$ cat src/rtl/rd_abort_pkg.sv
package rd_abort_pkg;
  typedef enum logic [2:0] {
    RSP_CONT   = 3'd0,
    RSP_RETRY  = 3'd1,
    RSP_DISC_N = 3'd2,
    RSP_DISC_D = 3'd3,
    RSP_TABORT = 3'd4
  } pci_rsp_e;

  typedef enum logic [1:0] {
    ACT_NONE  = 2'd0,
    ACT_CMPL  = 2'd1,
    ACT_TERM  = 2'd2,
    ACT_REISS = 2'd3
  } lb_act_e;

  localparam int unsigned IRQ_N     = 3;
  localparam int unsigned IRQ_RSERR = 0;
  localparam int unsigned IRQ_MSERR = 1;
  localparam int unsigned IRQ_SLV   = 2;

  typedef struct packed {
    pci_rsp_e           rsp;
    lb_act_e            act;
    logic               flush;
    logic [IRQ_N-1:0]   irq_set;
    logic               cap;
  } decision_t;
endpackage

$ cat src/rtl/rd_abort_classify.sv
module rd_abort_classify
  import rd_abort_pkg::*;
(
  input  logic      multi,
  input  logic      serr,
  input  logic      slverr,
  input  logic      rearb,
  input  logic      bterm,
  input  logic      over,
  input  logic      first,
  output decision_t dec
);
  always_comb begin
    dec         = '0;
    dec.rsp     = RSP_CONT;
    dec.act     = ACT_NONE;
    if (serr) begin
      dec.rsp   = RSP_TABORT;
      dec.flush = 1'b1;
      if (multi) begin
        dec.act                = ACT_TERM;
        dec.irq_set[IRQ_MSERR] = 1'b1;
      end else begin
        dec.act                = ACT_CMPL;
        dec.irq_set[IRQ_RSERR] = 1'b1;
      end
    end else if (slverr) begin
      if (multi) begin
        dec.rsp              = RSP_DISC_N;
        dec.irq_set[IRQ_SLV] = 1'b1;
        dec.cap              = 1'b1;
      end else begin
        dec.rsp = RSP_RETRY;
      end
    end else if (rearb && first) begin
      dec.rsp = RSP_RETRY;
    end else if (rearb || bterm) begin
      if (multi) dec.act = ACT_REISS;
    end else if (over && multi) begin
      dec.rsp = RSP_DISC_D;
    end
  end
endmodule

$ cat src/rtl/rd_abort_irq.sv
module rd_abort_irq #(
  parameter int unsigned N = 3
) (
  input  logic         clk,
  input  logic         rst_n,
  input  logic [N-1:0] set,
  input  logic [N-1:0] clr,
  output logic [N-1:0] flag
);
  for (genvar i = 0; i < N; i++) begin : g_bit
    logic q, d, en;
    always_comb begin
      en = set[i] | clr[i];
      d  = set[i];
    end
    always_ff @(posedge clk or negedge rst_n) begin
      if (!rst_n)  q <= 1'b0;
      else if (en) q <= d;
    end
    assign flag[i] = q;

    assert_irq_sticky_R11: assert property (@(posedge clk) disable iff (!rst_n)
      (q && !clr[i]) |=> q);
  end
endmodule

$ cat src/rtl/rd_abort_addr.sv
module rd_abort_addr #(
  parameter int unsigned ADDR_W = 32
) (
  input  logic              clk,
  input  logic              rst_n,
  input  logic              cap,
  input  logic              clr,
  input  logic [ADDR_W-1:0] addr_in,
  output logic [ADDR_W-1:0] addr_q,
  output logic              vld_q
);
  logic load, vld_d, vld_en;

  always_comb begin
    load   = cap & (~vld_q | clr);
    vld_en = load | clr;
    vld_d  = load;
  end

  always_ff @(posedge clk or negedge rst_n) begin
    if (!rst_n)      vld_q <= 1'b0;
    else if (vld_en) vld_q <= vld_d;
  end

  always_ff @(posedge clk or negedge rst_n) begin
    if (!rst_n)    addr_q <= '0;
    else if (load) addr_q <= addr_in;
  end

  assert_addr_hold_R12: assert property (@(posedge clk) disable iff (!rst_n)
    (vld_q && !clr) |=> (vld_q && $stable(addr_q)));
endmodule

$ cat src/rtl/rd_abort_handler.sv
module rd_abort_handler
  import rd_abort_pkg::*;
#(
  parameter int unsigned PHASE_W = 8,
  parameter int unsigned ADDR_W  = 32
) (
  input  logic               clk,
  input  logic               rst_n,
  input  logic               evt_valid,
  input  logic               cmd_multi,
  input  logic               lb_serr,
  input  logic               lb_perr,
  input  logic               lb_rearb,
  input  logic               lb_bterm,
  input  logic               lb_slverr,
  input  logic               addr_over,
  input  logic [PHASE_W-1:0] phase_idx,
  input  logic [ADDR_W-1:0]  evt_addr,
  input  logic [2:0]         irq_clr,
  input  logic               err_addr_clr,
  output logic [2:0]         pci_resp,
  output logic [1:0]         lb_act,
  output logic               fifo_flush,
  output logic [2:0]         irq,
  output logic [ADDR_W-1:0]  err_addr,
  output logic               err_addr_vld
);
  decision_t dec, dec_g, out_q;
  logic      first_ph;

  assign first_ph = (phase_idx == '0);

  rd_abort_classify u_cls (
    .multi (cmd_multi),
    .serr  (lb_serr),
    .slverr(lb_slverr),
    .rearb (lb_rearb),
    .bterm (lb_bterm),
    .over  (addr_over),
    .first (first_ph),
    .dec   (dec)
  );

  always_comb begin
    dec_g = evt_valid ? dec : '0;
  end

  always_ff @(posedge clk or negedge rst_n) begin
    if (!rst_n) out_q <= '0;
    else        out_q <= dec_g;
  end

  assign pci_resp   = out_q.rsp;
  assign lb_act     = out_q.act;
  assign fifo_flush = out_q.flush;

  rd_abort_irq #(.N(IRQ_N)) u_irq (
    .clk  (clk),
    .rst_n(rst_n),
    .set  (dec_g.irq_set),
    .clr  (irq_clr),
    .flag (irq)
  );

  rd_abort_addr #(.ADDR_W(ADDR_W)) u_addr (
    .clk    (clk),
    .rst_n  (rst_n),
    .cap    (dec_g.cap),
    .clr    (err_addr_clr),
    .addr_in(evt_addr),
    .addr_q (err_addr),
    .vld_q  (err_addr_vld)
  );

  assert_flush_no_reissue_R13: assert property (@(posedge clk) disable iff (!rst_n)
    fifo_flush |-> (lb_act != ACT_REISS));
  assert_flush_pulse_R13: assert property (@(posedge clk) disable iff (!rst_n)
    (!$past(evt_valid)) |-> (!fifo_flush && pci_resp == RSP_CONT && lb_act == ACT_NONE));
  assert_flush_abort_R2: assert property (@(posedge clk) disable iff (!rst_n)
    fifo_flush |-> (pci_resp == RSP_TABORT && $past(lb_serr)));
  assert_reissue_multi_R6: assert property (@(posedge clk) disable iff (!rst_n)
    (lb_act == ACT_REISS) |-> ($past(cmd_multi) && $past(phase_idx) != '0 || $past(cmd_multi) && $past(lb_bterm)));
  assert_disc_data_multi_R9: assert property (@(posedge clk) disable iff (!rst_n)
    (pci_resp == RSP_DISC_D) |-> ($past(cmd_multi) && $past(addr_over)));
  assert_perr_ignored_R4: assert property (@(posedge clk) disable iff (!rst_n)
    (evt_valid && lb_perr && !lb_serr && !lb_slverr && !lb_rearb && !lb_bterm && !addr_over)
      |=> (pci_resp == RSP_CONT && lb_act == ACT_NONE && !fifo_flush));
  assert_serr_multi_R3: assert property (@(posedge clk) disable iff (!rst_n)
    (evt_valid && lb_serr && cmd_multi) |=> (lb_act == ACT_TERM && irq[IRQ_MSERR]));
endmodule

$ cat config.mk
export PLATFORM = sky130hd
export DESIGN_NAME = rd_abort_handler
export DESIGN_NICKNAME = d
export VERILOG_FILES = /design/src/rtl/rd_abort_pkg.sv /design/src/rtl/rd_abort_classify.sv /design/src/rtl/rd_abort_irq.sv /design/src/rtl/rd_abort_addr.sv /design/src/rtl/rd_abort_handler.sv
export SDC_FILE = /design/constraint.sdc
export NUM_CORES = 1
export LEC_CHECK = 0
export CORE_ASPECT_RATIO = 0.6
export CORE_MARGIN = 5
export CORE_UTILIZATION = 60
export CTS_BUF_LIST = sky130_fd_sc_hd__clkbuf_2
export CTS_CLUSTER_SIZE = 24
export DETAILED_ROUTE_END_ITERATION = 12
export DONT_BUFFER_PORTS = 1
export PLACE_DENSITY = 0.78
export SETUP_SLACK_MARGIN = 0.1
export SLEW_MARGIN = 5
export SYNTH_ARGS = -nofsm -noshare
export SYNTH_HDL_FRONTEND = slang
export SYNTH_SLANG_ARGS = --single-unit
$ cat constraint.sdc
create_clock -name clk -period 2.09 [get_ports clk]
set_input_delay 0.209 -clock clk [delete_from_list [all_inputs] [get_ports clk]]
set_output_delay 0.209 -clock clk [all_outputs]
set_load 0.02 [all_outputs]
After elaboration in Yosys (flattened, before gate mapping). Cells that the tools add are included.

Bits in registers: 42. Output and inout port bits: 42. Logic and storage cells: 37. Input bits: 54.

Bitwise logic cells: 7. Muxes and demuxes: 18. Reductions and logical operators: 4.

Operators with widths (count): 2-bit 2-to-1 mux (9); 10-bit 2-to-1 mux (1); 8-bit logical NOT (1); 3-bit 2-to-1 mux (2); 1-bit 2-to-1 mux (5); 5-bit 2-to-1 mux (1); 1-bit bitwise OR (5); 1-bit logical AND (2); 1-bit AND (1); 1-bit logical OR (1); 1-bit inverter (1).

Depth between registers and ports, before layout. Gate-level depths: netlist (run 1).

Depth in word-level cells: 9. Depth in mapped cells: 4. Gate-level depth less buffers: 3.

Hierarchy. Synthesis (run 1) repeated with hierarchy kept, for this count alone.

Cells, all modules: 118. Area, all modules: 1880.6 µm².

Modules (own cells, without submodules): rd_abort_addr (area each 1391.3 µm², instances 1, seq. area each 825.8 µm², cells each 71); rd_abort_handler (area each 231.5 µm², instances 1, seq. area each 150.1 µm², cells each 19); rd_abort_irq (area each 131.4 µm², instances 1, seq. area each 75.1 µm², cells each 12); rd_abort_classify (area each 126.4 µm², instances 1, seq. area each 0.0 µm², cells each 16).

Least setup slack after synthesis (run 1). No wires, ideal clock.

Path kind: flip-flop to flip-flop. Start: reg u_addr.vld_q. End: reg u_addr.addr_q[0]. Library setup time: 125 ps. Path buffers: 1. Required time: 1965 ps. Clock period less this slack: 1307 ps. Setup slack: 783 ps. Arrival: 1182 ps. Stages on the path, launching flop included: 4. Cell sequence: dfrtp_1 -> a21oi_4 -> buf_6 -> mux2_2.

Cells in the longest elaborated chain, start to end: 3.

RTL lines: from (decl) (RTL line rd_abort_addr.sv:10) `output logic vld_q`; from (signal assigned) (RTL line rd_abort_addr.sv:22) `else if (vld_en) vld_q <= vld_d;`; 1-bit inverter (RTL line rd_abort_addr.sv:15) `load = cap & (~vld_q | clr);`; 1-bit bitwise OR (RTL line rd_abort_addr.sv:15); 1-bit AND (RTL line rd_abort_addr.sv:15); to (signal assigned) (RTL line rd_abort_addr.sv:27) `else if (load) addr_q <= addr_in;`; to (decl) (RTL line rd_abort_addr.sv:9) `output logic [ADDR_W-1:0] addr_q,`.

No other way between the ends. A chain may end at the register's enable or synchronous reset.

==> metrics, run 1 <==
Final Hold Fails 0; Slowest Stage Delay on Critical Path just under 600 ps; clock sink count 41; startpoint types primary input; ys async rst share 1.000; die area 3886 um^2; synth top area cells dfrtp_1 63%, mux2_2 21%, buf_6 2.1%, buf_4 1.8%, mux2_1 1.4%; Post-route DRC 0; Post-Synthesis Cells about 110; most common cell in the netlist dfrtp_1; Nets 211; CTS max path bufs 2; Post-DRT Antenna Nets 0; placed cell areas 1618 um^2; drt pass-1 iters 4; Top FF cell, synth dfrtp_1; Port Buffers 0; Synthesized Nets roughly 160; die width just under 80 um; Setup Skew roughly 14 ps; drt via density about 5.5; TritonCTS clock tree yes; area grow syn2layout 31.31%; clock root cell clkbuf_2; fmax 553.5 MHz; Pins Over Slew Limit 0; Tot GR Track Use 0.2109; Yosys Warn Count 0; H-tree depth 2; normalized max-slew margin 0.7424; routability congestion estimate between 0.7 and 0.8; CP Data Arrival Time roughly 2100 ps; setup violators final 0; Max Cap Viol 0; crit path capture type flop; Layout Utilization 0.8409; filler cell count in the final layout 123; Tightest Pin Transition ~380 ps; Crit Path Category in2reg; cts bufs inserted 5; I/O pin cnt 96; critical path buffer and inverter count 3; Initial Util 0.6404; Iter 0 DRT Violations 37; Mapped Area 1627 um^2; total global routing overflow 0; leakage power 0.0009402 uW; Synth area leader dfrtp_1; most used cell, CP dlygate4sd3_1; Worst-Skew Late Latency around 370 ps; Die Span Y just over 50 um; critical path peak fanout 6; commonest cells in the synthesized netlist 41 x dfrtp_1, 30 x mux2_2, 5 x inv_1, 4 x buf_4, 4 x o21ai_0; Worst VDD drop 0.0005888 V; clock-pin slew on the worst setup and hold paths 190 ps; fin area 2136 um^2; family with the most delay on the worst path buffers and inverters; largest net degree at the start of global routing 42; Synth top area share 0.6308; number of enable flip-flop cells after synthesis 0; slowest cell on the critical path dlygate4sd3_1; core area between 2000 and 3000 um^2; RSZ-0062 raised after global routing no; number of inserted diodes 0; syn_area_per_cell 15.06 um^2; wire length per cell between 20 and 25 um; FF+latch count, synth 41; Rows 14; share of cells above drive strength 1 0.2595; initial antenna violation count 0; Seq/Total Area, Yosys 0.6308; status finished clean; Period minus WS final 1807 ps; DPL Wire Length 2307 um; final cycle utilization of the critical path 0.8644; worst hold path class in2reg; final WL 3899 um; vias in the first global route approximately 1200; distinct cell type count after synthesis 23; setup_tns 0 ps; critical path cell sequence dlygate4sd3_1, nand3_1, dlygate4sd3_1, a21oi_1, dlygate4sd3_1; via count 1050; first-pass GRT wire length roughly 6200 um; post-CTS sizing 0; pwr/cell area 859.1 nW/um^2; Req. time, crit path 2420 ps; hold_ws slightly above 50 ps
[cell type report]
| type | count | area, um^2 | share of cell area |
|---|---|---|---|
| Sequential cell | 41 | 1026 | 0.4804 |
| Multi-Input combinational cell | 55 | 518.0 | 0.2425 |
| Timing Repair Buffer | 49 | 495.5 | 0.2320 |
| Inverter | 5 | 18.77 | 0.008787 |
| Clock inverter | 3 | 12.51 | 0.005858 |
| Clock buffer | 5 | 25.02 | 0.01172 |
| Tap cell | 32 | 40.04 | 0.01875 |
[cell families after synthesis]
group / count (synthesis) / share of synthesized area
AO/OA/AOI/OAI: 11 / 0.04847
buffers and inverters: 12 / 0.05077
flip-flops: 41 / 0.6308
multiplexers: 32 / 0.2215
AND/OR/NAND/NOR: 12 / 0.04846
[worst reg2reg max path, stage by stage (launching register included)]
cell and delay (ps):
dfrtp_1 530, a21oi_4 170, buf_4 250, mux2_2 370
[state kept, by name, indices dropped and copies added (netlist names)]
signal / cells
lb_act: 2
u_addr.vld_q: 1
u_irq.g_bit.q: 3
pci_resp: 2
fifo_flush: 1
u_addr.addr_q: 32
[placed cells by master, fill, tap and decap left out, drive strengths merged]
cell and instances:
a21oi 3, o211ai 1, clkbuf 5, o41ai 1
nand3 2, o31ai 1, dlygate4sd3 46, clkinv 3
o31a 1, and3 1, and2 1, buf 3
nand2 1, dfrtp 41, nor2 1, mux2 32
nor4 1, o21ai 4, inv 5, nor3 1
nand4b 1, nand2b 2, and4b 1
[per-layer routing]
metal  wire length (um)  GRT usage  share of wire
met1               1432     0.2271           0.37
met3                466     0.1054           0.12
met2               1980     0.3715           0.51
met5                  0          0              0
met4                 20    0.06000         0.0051
[per-stage QoR]
step                std cells  setup slack (ps)  total power (uW)
CTS                       190             360.3              1841
global route              190             196.2              1930
detailed placement        135             691.2              1449
finish                    190             283.5              1835
floorplan                 108             783.4              1395
global placement          135             721.5              1427
[report_power, final]
part	internal (uW)	switching, uW	total (uW)
logic	177	85.7	263
registers	947	312	1260
clock network	73.4	240	313
total	1200	638	1830
[timing repair]
item	4_1_cts	5_1_grt
endpoints found under the hold margin	82	0
hold buffers	47	0
buffers inserted	0	0
[worst paths after layout]
kind	start	to	slack, ps	cells after the start
min in group asynchronous	rst_n	u_addr.addr_q[4]$_DFFE_PN0P_	270	2
max in group asynchronous	rst_n	u_addr.addr_q[30]$_DFFE_PN0P_	1610	2
setup / recovery	cmd_multi	pci_resp[1]$_DFF_PN0_	280	5
hold / removal	evt_valid	u_irq.g_bit[2].q$_DFFE_PN0P_	50	2
setup reg to reg	u_addr.vld_q$_DFFE_PN0P_	u_addr.addr_q[22]$_DFFE_PN0P_	670	3
hold reg to reg	u_irq.g_bit[2].q$_DFFE_PN0P_	u_irq.g_bit[2].q$_DFFE_PN0P_	650	2
Power figures use the tool's default switching activity.
==> inputs of run 2 (changes only) <==
==> constraint.sdc (replaced) <==
create_clock -name clk -period 2.09 [get_ports clk]
set_input_delay 0.418 -clock clk [delete_from_list [all_inputs] [get_ports clk]]
set_output_delay 0.418 -clock clk [all_outputs]
set_load 0.02 [all_outputs]
==> run 2 against run 1 <==
Total power decreased by 5.1%; via count down 18%; critical path type is now reg2reg; largest power group unchanged; flip-flop and latch count stayed put; worst setup slack better by 380 ps; routed wire length shrank 23%; non-clock buffer count decreased by 45; cell count is 24% lower; core utilization shrank 18 points; die area stayed put; combinational power fell by 29%; clock skew is 0.87 ps lower.
==> metrics, run 2 (synthesized netlist as in run 1, its figures left out) <==
fmax 701.1 MHz (was 553.5 MHz); via count 856 (was 1050); post-CTS sizing 0 (unchanged); Period minus WS final 1426 ps (was 1807 ps); Hold Startpoint err_addr_clr (was evt_valid); Max Cap Viol 0 (unchanged); Tot GR Track Use 0.1598 (was 0.2109); reg2reg path depth 3 (unchanged); final cycle utilization of the critical path 0.6825 (was 0.8644); worst hold path class in2reg (unchanged); core area 2540 um^2 (unchanged); placed cell areas 1618 um^2 (unchanged); routed wl met2 1494 um (was 1980 um); CTS max path bufs 2 (unchanged); Crit. Startpoint u_addr.vld_q$_DFFE_PN0P_ (was cmd_multi); setup violators final 0 (unchanged); I/O pin cnt 96 (unchanged); TritonCTS clock tree yes (unchanged); crit path capture type flop (unchanged); Largest register FFs 32 (unchanged); clock sink count 41 (unchanged); cts bufs inserted 5 (unchanged); Top Registers u_addr.addr_q (32), u_irq.g_bit.q (3) (unchanged); Post-DRT Antenna Nets 0 (unchanged); critical path peak fanout 16 (was 6); Max Used Layer met3 (was met4); number of inserted diodes 0 (unchanged); Port Buffers 0 (unchanged); Worst VDD drop 0.0005240 V (was 0.0005888 V); leakage power 0.0007459 uW (was 0.0009402 uW); Setup Skew 12.82 ps (was 13.69 ps); hold path depth 1 (was 2); normalized max-slew margin 0.7496 (was 0.7424); drt pass-1 iters 3 (was 4); R2R Path Start u_addr.vld_q$_DFFE_PN0P_ (unchanged); DPL Wire Length 2345 um (was 2307 um); routability congestion estimate 0.7048 (was 0.7040); status finished clean (unchanged); Pins Over Slew Limit 0 (unchanged); Top reg by flops u_addr.addr_q (unchanged); drt via density 5.944 (was 5.526); clock root cell clkbuf_2 (unchanged); most frequent cells in the layout 41 x dfrtp_1, 30 x mux2_2, 6 x clkbuf_2, 5 x inv_1, 4 x o21ai_0 (was 46 x dlygate4sd3_1, 41 x dfrtp_1, 30 x mux2_2, 5 x inv_1, 5 x clkbuf_2); area grow syn2layout 3.384% (was 31.31%); vias in the first global route 994 (was 1197); hold_ws 131.5 ps (was 51.99 ps); die width 77.22 um (unchanged); Final Hold Fails 0 (unchanged); clock-pin slew on the worst setup and hold paths 180 ps (was 190 ps); total global routing overflow 0 (unchanged); die area 3886 um^2 (unchanged); Initial Util 0.6404 (unchanged); Nets 166 (was 211); pwr/cell area 1036 nW/um^2 (was 859.1 nW/um^2); H-tree depth 2 (unchanged); postcts setup bufs 0 (unchanged); met3 WL post-DR 458 um (was 466 um); initial antenna violation count 0 (unchanged); non-filler cells, final 144 (was 190); leading cell type in the layout, fill and taps excluded dfrtp_1 (was dlygate4sd3_1); Die Span Y 50.33 um (unchanged); CP Data Arrival Time 1670 ps (was 2140 ps); final WL 3021 um (was 3899 um); largest net degree at the start of global routing 42 (unchanged); Crit Path Category reg2reg (was in2reg); fin area 1682 um^2 (was 2136 um^2); wire length per cell 20.98 um (was 20.52 um); Rows 14 (unchanged); Req. time, crit path 2340 ps (was 2420 ps); Tightest Pin Transition 375.9 ps (was 382.9 ps); placed cell count 135 (unchanged); first-pass GRT wire length 4823 um (was 6237 um); Met1 Wirelength 1068 um (was 1432 um); startpoint types flop (was primary input); Iter 0 DRT Violations 39 (was 37); Worst-Skew Late Latency 350 ps (was 370 ps); Post-route DRC 0 (unchanged); setup_tns 0 ps (unchanged); Layout Utilization 0.6621 (was 0.8409); RSZ-0062 raised after global routing no (unchanged); share of cells above drive strength 1 0.3661 (was 0.2595)
-- run 2: per-stage QoR --
step	setup WS (ps)	total power (uW)
after floorplan	629.0	1395
final	663.7	1742
after global routing	603.7	1838
after CTS	641.0	1766
after global placement	544.1	1427
after detailed placement	510.8	1448
-- run 2: report_power, final --
group          internal, uW  switching [uW]  total (uW)
Combinational           121            65.4         186
Sequential              947             309        1260
Clock                  78.4             221         300
-- run 2: path summary, 6_finish.rpt --
kind,endpoint,slack [ps]
setup reg to reg,u_addr.addr_q[20]$_DFFE_PN0P_,660
min in group asynchronous,u_addr.addr_q[16]$_DFFE_PN0P_,500
setup / recovery,u_addr.addr_q[20]$_DFFE_PN0P_,660
hold reg to reg,u_irq.g_bit[2].q$_DFFE_PN0P_,650
hold / removal,u_addr.vld_q$_DFFE_PN0P_,130
max in group asynchronous,u_addr.addr_q[12]$_DFFE_PN0P_,1390
-- run 2: critical path: stages (launching register included) --
cell and delay [ps]:
dfrtp_1 530, a21oi_4 170, buf_4 250, mux2_2 370
-- run 2: repair_timing --
| item | CTS | global route |
|---|---|---|
| setup endpoints to repair | 0 | 0 |
| hold buffers | 2 | 0 |
| hold endpoints to repair | 41 | 0 |
-- run 2: per-layer routing --
metal | vias to the layer above | GRT usage
met5 | - | 0
met3 | 0 | 0.1089
met4 | 0 | 0.05143
met2 | 61 | 0.2654
met1 | 410 | 0.1641
li1 | 385 | -
-- run 2: area by class of cell --
class                      instances  area, um^2
sequential                        41        1026
clock buffer                       6       30.03
fill                             200       858.3
tap                               32       40.04
multi-input combinational         55       518.0
timing repair buffer               4       45.04
inverter                           5       18.77
clock inverter                     1       3.754
==> inputs of run 3 (changes only) <==
--- a/config.mk
+++ b/config.mk
@@ -7,7 +7,7 @@
 export LEC_CHECK = 0
 export CORE_ASPECT_RATIO = 0.6
 export CORE_MARGIN = 5
-export CORE_UTILIZATION = 60
+export CORE_UTILIZATION = 58
 export CTS_BUF_LIST = sky130_fd_sc_hd__clkbuf_2
 export CTS_CLUSTER_SIZE = 24
 export DETAILED_ROUTE_END_ITERATION = 12
==> constraint.sdc (replaced) <==
create_clock -name clk -period 1.1 [get_ports clk]
set_input_delay 0.22 -clock clk [delete_from_list [all_inputs] [get_ports clk]]
set_output_delay 0.22 -clock clk [all_outputs]
set_load 0.02 [all_outputs]
==> run 3 against run 2 <==
The run now ends with hold timing, setup timing left; flip-flop and latch count did not move; clock power rose by 110%; sequential share of layout area fell by 13 points; worst setup slack got worse by 930 ps; routed wire length rose by 43%; critical path depth did not move; worst hold slack got worse by 660 ps; cell count rose by 30%; global-route usage rose by 6.2 points; die area rose by 2.9%; combinational power rose to 3.1 times the previous value; clock-buffer cell count did not move.
==> metrics, run 3 (synthesized netlist as in run 1, its figures left out) <==
Top Registers u_addr.addr_q (32), u_irq.g_bit.q (3) (unchanged); Setup Skew 31.59 ps (was 12.82 ps); leakage power 0.0009297 uW (was 0.0007459 uW); vias in the first global route 1196 (was 994); drt pass-1 iters 4 (was 3); pwr/cell area 1641 nW/um^2 (was 1036 nW/um^2); Pins Over Slew Limit 0 (unchanged); Initial Util 0.6274 (was 0.6404); Final Hold Fails 41 (was 0); Nets 208 (was 166); first-pass GRT wire length 6389 um (was 4823 um); Iter 0 DRT Violations 44 (was 39); worst hold path class in2async (was in2reg); Period minus WS final 1370 ps (was 1426 ps); normalized max-slew margin 0.8046 (was 0.7496); final WL 4325 um (was 3021 um); critical path peak fanout 17 (was 16); die area 3998 um^2 (was 3886 um^2); Die Span Y 51.02 um (was 50.33 um); Post-DRT Antenna Nets 0 (unchanged); wire length per cell 23.13 um (was 20.98 um); leading cell type in the layout, fill and taps excluded dlygate4sd3_1 (was dfrtp_1); CP Data Arrival Time 1650 ps (was 1670 ps); initial antenna violation count 0 (unchanged); critical path buffer and inverter count 1 (unchanged); total power 3674 uW (was 1742 uW); Worst-Skew Late Latency 400 ps (was 350 ps); TritonCTS clock tree yes (unchanged); RSZ-0062 raised after global routing yes (was no); clock root cell clkbuf_2 (unchanged); failing checks hold timing, setup timing; core area 2592 um^2 (was 2540 um^2); Tot GR Track Use 0.2220 (was 0.1598); Req. time, crit path 1380 ps (was 2340 ps); status complete, but fails checks (was finished clean); routability congestion estimate 0.7155 (was 0.7048); Top reg by flops u_addr.addr_q (unchanged); setup_tns -7887 ps (was 0 ps); Worst VDD drop 0.001092 V (was 0.0005240 V); die width 78.37 um (was 77.22 um); most frequent cells in the layout 42 x dlygate4sd3_1, 41 x dfrtp_2, 18 x mux2_4, 13 x mux2_2, 6 x clkbuf_2 (was 41 x dfrtp_1, 30 x mux2_2, 6 x clkbuf_2, 5 x inv_1, 4 x o21ai_0); Tightest Pin Transition 289.4 ps (was 375.9 ps); largest net degree at the start of global routing 42 (unchanged); area grow syn2layout 37.62% (was 3.384%); Worst Setup Slack, final -269.9 ps (was 663.7 ps); slowest cell on the critical path dfrtp_2 (was dfrtp_1); final cycle utilization of the critical path 1.245 (was 0.6825); H-tree depth 2 (unchanged); clock-pin slew on the worst setup and hold paths 220 ps (was 180 ps); Largest register FFs 32 (unchanged); family with the most delay on the worst path flip-flops (unchanged); postcts setup bufs 0 (unchanged); R2R Path Start u_addr.vld_q$_DFFE_PN0P_ (unchanged); number of inserted diodes 0 (unchanged); Post-route DRC 0 (unchanged); Slowest Stage Delay on Critical Path 480 ps (was 530 ps); Crit Path Category reg2reg (unchanged); startpoint types flop (unchanged); drt via density 5.797 (was 5.944); share of cells above drive strength 1 0.5484 (was 0.3661); reg2reg path depth 3 (unchanged); via count 1084 (was 856); Max Cap Viol 0 (unchanged); fmax 730.0 MHz (was 701.1 MHz); setup violators final 47 (was 0); RR Endpoint u_addr.addr_q[12]$_DFFE_PN0P_ (was u_addr.addr_q[20]$_DFFE_PN0P_); CTS max path bufs 2 (unchanged); total global routing overflow 0 (unchanged); I/O pin cnt 96 (unchanged); cts bufs inserted 5 (unchanged); r2r setup slk -270 ps (was 660 ps); Port Buffers 0 (unchanged); DPL Wire Length 2279 um (was 2345 um); critical path cell sequence a21oi_4, buf_12, mux2_2 (was a21oi_4, buf_4, mux2_2); Rows 14 (unchanged); hold_ws -532.7 ps (was 131.5 ps); crit path capture type flop (unchanged); clock sink count 41 (unchanged)
[run 3: cell count changes in the layout (fill, tap and decap cells not counted), sizes merged]
cell,before,now
buf,3,4
dlygate4sd3,1,42
clkinvlp,0,1
[run 3: metrics by stage]
step | area, um^2 | std cells | setup WS, ps | util
2_1_floorplan | 1628 | 108 | -197.1 | -
3_3_place_gp | 1659 | 137 | -206.2 | 0.6400
3_5_place_dp | 1659 | 137 | -253.5 | 0.6400
4_1_cts | 2156 | 184 | -240.8 | 0.8316
5_1_grt | 2238 | 187 | -315.1 | 0.8634
6_report | 2238 | 187 | -269.9 | 0.8634
[run 3: what timing repair did]
action | in CTS | in global routing
gates resized for setup | 36 | 22
hold endpoints to repair | 82 | 44
setup endpoints to repair | 74 | 74
hold buffers | 39 | 3
[run 3: routing by layer]
layer	track usage	vias up	part of all wire
met4	0.06977	0	0.011
li1	-	470	-
met1	0.2138	536	0.36
met5	0	-	0
met2	0.4247	68	0.52
met3	0.1070	10	0.11
[run 3: final cells by class]
class	instances	area [um^2]
multi-input cells	55	585.6
inverters	5	18.77
repair buffers	46	475.5
clock buffers	6	30.03
clock inverters	2	11.26
flip-flops and latches	41	1077
fillers	122	354.1
well taps	32	40.04
[run 3: where the power goes]
group | switching, uW | internal [uW]
sequential | 607 | 1860
clock | 465 | 159
combinational | 163 | 418
total | 1230 | 2440
[run 3: worst max path at each step]
stage                             start                             to  slack, ps  cells after the start
4_1_cts        u_addr.vld_q$_DFFE_PN0P_  u_addr.addr_q[23]$_DFFE_PN0P_       -240                      3
2_1_floorplan  u_addr.vld_q$_DFFE_PN0P_   u_addr.addr_q[0]$_DFFE_PN0P_       -200                      3
6_report       u_addr.vld_q$_DFFE_PN0P_  u_addr.addr_q[12]$_DFFE_PN0P_       -270                      3
3_3_place_gp                    lb_serr  u_addr.addr_q[24]$_DFFE_PN0P_       -210                      4
3_5_place_dp                    lb_serr  u_addr.addr_q[23]$_DFFE_PN0P_       -250                      4
5_1_grt        u_addr.vld_q$_DFFE_PN0P_   u_addr.addr_q[8]$_DFFE_PN0P_       -320                      3
[run 3: worst register-to-register path: stages (launching register included)]
cell     delay, ps
dfrtp_2        480
a21oi_4        220
buf_12         190
mux2_2         350
